--- src/rtl/clkreq_pkg.sv ---
package clkreq_pkg;

    localparam int NCLK      = 4;
    localparam int CI_MCLK   = 0;
    localparam int CI_SMCLK  = 1;
    localparam int CI_ACLK   = 2;
    localparam int CI_MODOSC = 3;

    typedef enum logic [1:0] {
        SRC_DCODIV = 2'd0,
        SRC_XT     = 2'd1,
        SRC_REFO   = 2'd2,
        SRC_VLO    = 2'd3
    } src_e;

    typedef enum logic [1:0] {
        XS_RUN     = 2'd0,
        XS_FAIL_LF = 2'd1,
        XS_FAIL_HF = 2'd2
    } xs_e;

    // Baseline gate pattern for each low-power code, bit order as CI_*.
    function automatic logic [NCLK-1:0] lpm_base(input logic [2:0] code);
        logic [NCLK-1:0] g;
        unique case (code)
            3'd0:    g = 4'b1111;
            3'd1:    g = 4'b1110;
            3'd2:    g = 4'b0110;
            3'd3:    g = 4'b0100;
            default: g = 4'b0000;
        endcase
        return g;
    endfunction

endpackage

--- src/rtl/clkreq_sync.sv ---
module clkreq_sync #(
    parameter int STAGES = 2
) (
    input  logic clk,
    input  logic rst_n,
    input  logic din,
    output logic dout
);
    logic [STAGES-1:0] chain_q;

    always_ff @(posedge clk or negedge rst_n) begin
        if (!rst_n) chain_q <= '0;
        else        chain_q <= {chain_q[STAGES-2:0], din};
    end

    assign dout = chain_q[STAGES-1];
endmodule

--- src/rtl/clkreq_gate.sv ---
module clkreq_gate
    import clkreq_pkg::*;
#(
    parameter int NUM_REQ = 4
) (
    input  logic                           clk,
    input  logic                           rst_n,
    input  logic [2:0]                     lpm_code,
    input  logic [NCLK-1:0]                req_en,
    input  logic [NCLK-1:0][NUM_REQ-1:0]   req,
    output logic [NCLK-1:0]                gate_q
);
    logic [NCLK-1:0] base;
    logic [NCLK-1:0] any_req;

    assign base = lpm_base(lpm_code);

    for (genvar i = 0; i < NCLK; i++) begin : g_clk
        assign any_req[i] = |req[i];

        always_ff @(posedge clk or negedge rst_n) begin
            if (!rst_n) gate_q[i] <= 1'b1;
            else        gate_q[i] <= base[i] | (req_en[i] & any_req[i]);
        end

        assert_req_hold_R1: assert property (@(posedge clk) disable iff (!rst_n)
            (req_en[i] && (|req[i])) |=> gate_q[i]);

        assert_active_open_R3: assert property (@(posedge clk) disable iff (!rst_n)
            (lpm_code == 3'd0) |=> gate_q[i]);

        assert_deep_off_R2: assert property (@(posedge clk) disable iff (!rst_n)
            (lpm_code >= 3'd4 && !(req_en[i] && (|req[i]))) |=> !gate_q[i]);
    end

    assert_lpm3_smclk_R4: assert property (@(posedge clk) disable iff (!rst_n)
        (lpm_code == 3'd3 && !(req_en[CI_SMCLK] && (|req[CI_SMCLK]))) |=> !gate_q[CI_SMCLK]);
endmodule

--- src/rtl/clkreq_failsafe.sv ---
module clkreq_failsafe
    import clkreq_pkg::*;
(
    input  logic       clk,
    input  logic       rst_n,
    input  logic       fault_s,
    input  logic       xt_hf_mode,
    input  logic       fault_clr,
    input  logic [1:0] mclk_src_sel,
    input  logic [1:0] aclk_src_sel,
    input  logic       fault_ie_wr,
    input  logic       fault_ie_wdata,
    output logic [1:0] mclk_src_eff,
    output logic [1:0] aclk_src_eff,
    output logic       fault_flag,
    output logic       fault_ie
);
    xs_e  state_q, state_d;
    src_e m_eff_d, a_eff_d;

    always_comb begin
        state_d = state_q;
        unique case (state_q)
            XS_RUN:     if (fault_s) state_d = xt_hf_mode ? XS_FAIL_HF : XS_FAIL_LF;
            XS_FAIL_LF: if (fault_clr && !fault_s) state_d = XS_RUN;
            XS_FAIL_HF: if (fault_clr && !fault_s) state_d = XS_RUN;
            default:    state_d = XS_RUN;
        endcase
    end

    always_ff @(posedge clk or negedge rst_n) begin
        if (!rst_n) state_q <= XS_RUN;
        else        state_q <= state_d;
    end

    always_comb begin
        m_eff_d = src_e'(mclk_src_sel);
        if (m_eff_d == SRC_XT) begin
            unique case (state_d)
                XS_FAIL_LF: m_eff_d = SRC_REFO;
                XS_FAIL_HF: m_eff_d = SRC_DCODIV;
                default:    m_eff_d = SRC_XT;
            endcase
        end
        a_eff_d = src_e'(aclk_src_sel);
        if (a_eff_d == SRC_DCODIV) a_eff_d = SRC_REFO;
        if (a_eff_d == SRC_XT && state_d != XS_RUN) a_eff_d = SRC_REFO;
    end

    always_ff @(posedge clk or negedge rst_n) begin
        if (!rst_n) begin
            mclk_src_eff <= SRC_DCODIV;
            aclk_src_eff <= SRC_REFO;
            fault_flag   <= 1'b0;
            fault_ie     <= 1'b0;
        end else begin
            mclk_src_eff <= m_eff_d;
            aclk_src_eff <= a_eff_d;
            fault_flag   <= (state_d != XS_RUN);
            if (fault_ie_wr) fault_ie <= fault_ie_wdata;
        end
    end

    assert_flag_sticky_R7: assert property (@(posedge clk) disable iff (!rst_n)
        (fault_flag && !fault_clr) |=> fault_flag);

    assert_lf_fallback_R5: assert property (@(posedge clk) disable iff (!rst_n)
        (state_q == XS_FAIL_LF && !fault_clr && mclk_src_sel == SRC_XT) |=> mclk_src_eff == SRC_REFO);

    assert_hf_fallback_R6: assert property (@(posedge clk) disable iff (!rst_n)
        (state_q == XS_FAIL_HF && !fault_clr && mclk_src_sel == SRC_XT) |=> mclk_src_eff == SRC_DCODIV);

    assert_ie_kept_R8: assert property (@(posedge clk) disable iff (!rst_n)
        !fault_ie_wr |=> $stable(fault_ie));

    assert_aclk_no_dco_R10: assert property (@(posedge clk) disable iff (!rst_n)
        aclk_src_eff != SRC_DCODIV);
endmodule

--- src/rtl/clkreq_fallback_ctrl.sv ---
module clkreq_fallback_ctrl
    import clkreq_pkg::*;
#(
    parameter int NUM_REQ       = 4,
    parameter int FREQ_W        = 5,
    parameter int WS_THRESH_MHZ = 8,
    parameter int SYNC_STAGES   = 2
) (
    input  logic               clk,
    input  logic               rst_n,
    input  logic [2:0]         lpm_code,
    input  logic [NUM_REQ-1:0] req_mclk,
    input  logic [NUM_REQ-1:0] req_smclk,
    input  logic [NUM_REQ-1:0] req_aclk,
    input  logic [NUM_REQ-1:0] req_modosc,
    input  logic [3:0]         req_en,
    input  logic               xt_fault_raw,
    input  logic               xt_hf_mode,
    input  logic [1:0]         mclk_src_sel,
    input  logic [1:0]         aclk_src_sel,
    input  logic [FREQ_W-1:0]  mclk_freq_mhz,
    input  logic               fault_clr,
    input  logic               fault_ie_wr,
    input  logic               fault_ie_wdata,
    output logic [3:0]         gate_en,
    output logic [1:0]         mclk_src_eff,
    output logic [1:0]         aclk_src_eff,
    output logic               fault_flag,
    output logic               fault_ie,
    output logic               fault_irq,
    output logic               mem_wait
);
    localparam logic [FREQ_W-1:0] WS_LIMIT = FREQ_W'(WS_THRESH_MHZ);

    logic [NCLK-1:0][NUM_REQ-1:0] req_all;
    logic                         fault_s;

    assign req_all[CI_MCLK]   = req_mclk;
    assign req_all[CI_SMCLK]  = req_smclk;
    assign req_all[CI_ACLK]   = req_aclk;
    assign req_all[CI_MODOSC] = req_modosc;

    clkreq_gate #(.NUM_REQ(NUM_REQ)) u_gate (
        .clk      (clk),
        .rst_n    (rst_n),
        .lpm_code (lpm_code),
        .req_en   (req_en),
        .req      (req_all),
        .gate_q   (gate_en)
    );

    clkreq_sync #(.STAGES(SYNC_STAGES)) u_sync (
        .clk   (clk),
        .rst_n (rst_n),
        .din   (xt_fault_raw),
        .dout  (fault_s)
    );

    clkreq_failsafe u_fsm (
        .clk            (clk),
        .rst_n          (rst_n),
        .fault_s        (fault_s),
        .xt_hf_mode     (xt_hf_mode),
        .fault_clr      (fault_clr),
        .mclk_src_sel   (mclk_src_sel),
        .aclk_src_sel   (aclk_src_sel),
        .fault_ie_wr    (fault_ie_wr),
        .fault_ie_wdata (fault_ie_wdata),
        .mclk_src_eff   (mclk_src_eff),
        .aclk_src_eff   (aclk_src_eff),
        .fault_flag     (fault_flag),
        .fault_ie       (fault_ie)
    );

    assign fault_irq = fault_flag & fault_ie;

    always_ff @(posedge clk or negedge rst_n) begin
        if (!rst_n) mem_wait <= 1'b0;
        else        mem_wait <= (mclk_freq_mhz > WS_LIMIT);
    end

    assert_ws_above_R9: assert property (@(posedge clk) disable iff (!rst_n)
        (mclk_freq_mhz > WS_LIMIT) |=> mem_wait);

    assert_ws_below_R9: assert property (@(posedge clk) disable iff (!rst_n)
        (mclk_freq_mhz <= WS_LIMIT) |=> !mem_wait);
endmodule

--- config.mk ---
export PLATFORM = sky130hd
export DESIGN_NAME = clkreq_fallback_ctrl
export DESIGN_NICKNAME = d
export VERILOG_FILES = /design/src/rtl/clkreq_pkg.sv /design/src/rtl/clkreq_sync.sv /design/src/rtl/clkreq_gate.sv /design/src/rtl/clkreq_failsafe.sv /design/src/rtl/clkreq_fallback_ctrl.sv
export SDC_FILE = /design/constraint.sdc
export NUM_CORES = 1
export LEC_CHECK = 0
export BUFFER_PORTS_ARGS = -buffer_cell sky130_fd_sc_hd__buf_2
export CAP_MARGIN = 30
export CORE_UTILIZATION = 43
export CTS_BUF_LIST = sky130_fd_sc_hd__clkbuf_4
export DETAILED_ROUTE_END_ITERATION = 8
export PLACE_DENSITY = 0.85
export SLEW_MARGIN = 20
export SYNTH_ARGS = -nofsm -noshare
export SYNTH_HDL_FRONTEND = slang
export SYNTH_HIERARCHICAL = 1
export SYNTH_SLANG_ARGS = --single-unit
--- constraint.sdc ---
create_clock -name clk -period 3.73 [get_ports clk]
set_clock_uncertainty 0.1 [all_clocks]
set_input_delay 0.1865 -clock clk [delete_from_list [all_inputs] [get_ports clk]]
set_output_delay 0.1865 -clock clk [all_outputs]
set_load 0.005 [all_outputs]
==> flow_metrics.tcl <==
set metrics [dict create \
    synth_area_per_cell_um2 12.49 \
    syn_to_final_growth_pct 54.73 \
    tritoncts "built" \
    grt_pass1_vias 628 \
    setup_viol 0 \
    antenna_cells 0 \
    min_path_type "in2reg" \
    worst_slack_ns 1.796 \
    synthesis.nets 97 \
    die_y_um 41.60 \
    overflow 0 \
    grtUsageTotal 0.1842 \
    crit_path_end_kind "flip-flop" \
    place_ws_ns 1.846 \
    tightest_slew_ns 0.3120 \
    postCtsSetupRepairBufs 0 \
    dp_cells 119 \
    yosysSeqAreaShare 0.5659 \
    final_cells 130 \
    post-route-period-util 0.5186 \
    power_leakage_nw 0.5451 \
    drc 0 \
    core_area_um2 1383 \
    ant_nets 0 \
    drt_iter0_drc 8 \
    num_rows 13 \
    max_cap_violations 0 \
    htreeDepth 1 \
    clk_latency_ns 0.27 \
    start_kind "flip-flop" \
    rsz0062_at_grt "no" \
    initial_core_util 0.4878 \
    crit_path_max_fanout 4 \
    numCtsBuffers 3 \
    synth_warnings 6 \
    grt_max_degree 16 \
    worstPathCellList "inv_1 > ha_1 > nor3b_2 > a221oi_1 > ha_1 > a21boi_0" \
    io_pins 51 \
    n_fill_cell 117 \
    final_layout_size_suffix_gt1_frac 0.5652 \
    path_class "reg2reg" \
    relSlewSlack 0.7920 \
    dr.pass1.iters 4 \
    grt_pass1_wl_mm 2.366 \
    wl_per_cell_um 10.75 \
    synth_cells 54 \
    dieArea_um2 1731 \
    place_congestion 0.6833 \
    syn-cell-area_um2 674.4 \
    crit_top_cell "ha_1" \
    synth-seq-cells 15 \
    cp.required_ns 3.81 \
    die_x_um 41.60 \
    synth_cell_types 26 \
    crit_slowest_cell "dfrtp_1" \
    powerDensity_nw_per_um2 483.6 \
    clk_path_buf_depth 2 \
    layout_min_cycle_time_ns 1.934 \
    io_buffers 50 \
    finalMaxSlewViolations 0 \
    final_common_cell "buf_2" \
    arrival_ns 2.02 \
    hpwl_mm 1.176 \
    fmax_mhz 517.0 \
    layout_common_cells "50 x buf_2, 10 x dfrtp_1, 7 x dlygate4sd3_1" \
    cts_root_buf "clkbuf_4" \
    viasPerCell 5.092 \
    routed_wirelength_mm 1.398 \
    multi_input_area_um2 277.8 \
    status "completed" \
    setup_tns_ns 0 \
    clk_pin_slew_ns 0.08 \
    grt_antenna_before_repair 0 \
    regArea_um2 381.6 \
    nNetsFinal 159 \
    hold_violations 0 \
    vias 662 \
    clkSinkCount 15 \
    ir_drop_v 0.0003534 \
    cpPeakStageDelay_ns 0.40 \
]
area by class of cell:
type	count	share of cell area
flip-flops and latches	15	0.3657
repair buffers	57	0.3070
multi-input cells	35	0.2662
clock buffers	4	0.02878
well taps	15	0.01799
inverters	4	0.01439
critical path, delay by kind of cell, from the launching register on:
kind            cells  cell delay (ns)
compound gates      2             0.52
fa+ha+maj           2             0.57
buf+inv             1             0.08
flops               1             0.40
simple gates        1             0.18
cell usage after synthesis:
cell	n	area [µm²]
a21boi_0	1	7.510
a21o_1	1	7.510
a21o_2	1	8.760
a21oi_1	1	5.000
a221o_1	1	10.01
a221oi_1	1	8.760
and2_1	1	6.260
dfrtp_1	10	250.2
dfstp_2	5	131.4
ha_1	4	50.05
inv_1	4	15.01
mux2_2	1	11.26
mux2i_1	1	10.01
nand2_1	4	15.01
nand2b_1	1	6.260
nand3b_1	1	7.510
nor2_1	4	15.01
nor2b_1	1	6.260
nor2b_2	1	8.760
nor3b_2	2	25.02
nor4_1	1	6.260
o21a_1	1	7.510
o21ai_1	1	5.000
o31ai_1	1	7.510
o41ai_1	3	26.28
o41ai_2	1	16.27
per-stage QoR:
step                      hold slack, ns  instance area, µm²    util  power (mW)
after CTS                       0.002047                1044  0.7548      0.5102
final                           0.007181                1044  0.7548      0.5047
after floorplan                  -0.2091               674.4       -      0.3344
after global routing           0.0004299                1044  0.7548      0.5480
after detailed placement       -0.001127               943.4  0.6824      0.4081
after global placement         -0.003254               943.4  0.6824      0.3955
state kept, by name, summed over array words and instances, names as in the netlist:
signal              cells
u_gate/gate_q           4
u_fsm/aclk_src_eff      2
u_fsm/mclk_src_eff      2
u_fsm/state_q           2
u_sync/chain_q          2
mem_wait                1
u_fsm/fault_flag        1
u_fsm/fault_ie          1
report_power, final:
group / internal (mW) / switching, mW
combinational: 0.0996 / 0.0929
clock: 0.0486 / 0.0466
sequential: 0.199 / 0.0181
what timing repair did:
action,CTS,global route
hold buffers,7,0
resized for setup,0,0
setup endpoints to repair,0,0
endpoints found under the hold margin,20,0
layer usage:
metal,track usage,part of all wire,vias to the layer above
met5,0,0,-
met4,0.06452,0,0
met3,0.06522,0.10,0
met2,0.3813,0.57,38
met1,0.1510,0.33,307
li1,-,-,317
path summary, 6_finish.rpt:
| check | startpoint | to | slack (ns) | cells after the start |
|---|---|---|---|---|
| worst max-delay path | u_fsm/state_q[0]$_DFF_PN0_ | u_fsm/mclk_src_eff[0]$_DFF_PN0_ | 1.80 | 6 |
| worst min-delay path | mclk_src_sel[1] | u_fsm/mclk_src_eff[1]$_DFF_PN0_ | 0.007 | 3 |
| worst max register to register | u_fsm/state_q[0]$_DFF_PN0_ | u_fsm/mclk_src_eff[0]$_DFF_PN0_ | 1.80 | 6 |
| worst min register to register | u_sync/chain_q[0]$_DFF_PN0_ | u_sync/chain_q[1]$_DFF_PN0_ | 0.26 | 0 |
| max in group asynchronous | rst_n | u_gate/gate_q[1]$_DFF_PN1_ | 3.01 | 2 |
| min in group asynchronous | rst_n | u_fsm/mclk_src_eff[0]$_DFF_PN0_ | 0.23 | 2 |
kinds of logic (layout without fill, tap and decap cells):
kind of cell | after synthesis | after routing | synth area share
AO/OA/AOI/OAI | 13 | 13 | 0.1633
adder cells (fa/ha/maj) | 4 | 4 | 0.07421
multiplexers | 2 | 2 | 0.03154
AND/OR/NAND/NOR | 16 | 16 | 0.1429
buffers and inverters | 4 | 65 | 0.02226
flip-flops | 15 | 15 | 0.5659
No activity file was read; power rests on OpenSTA's default activity.
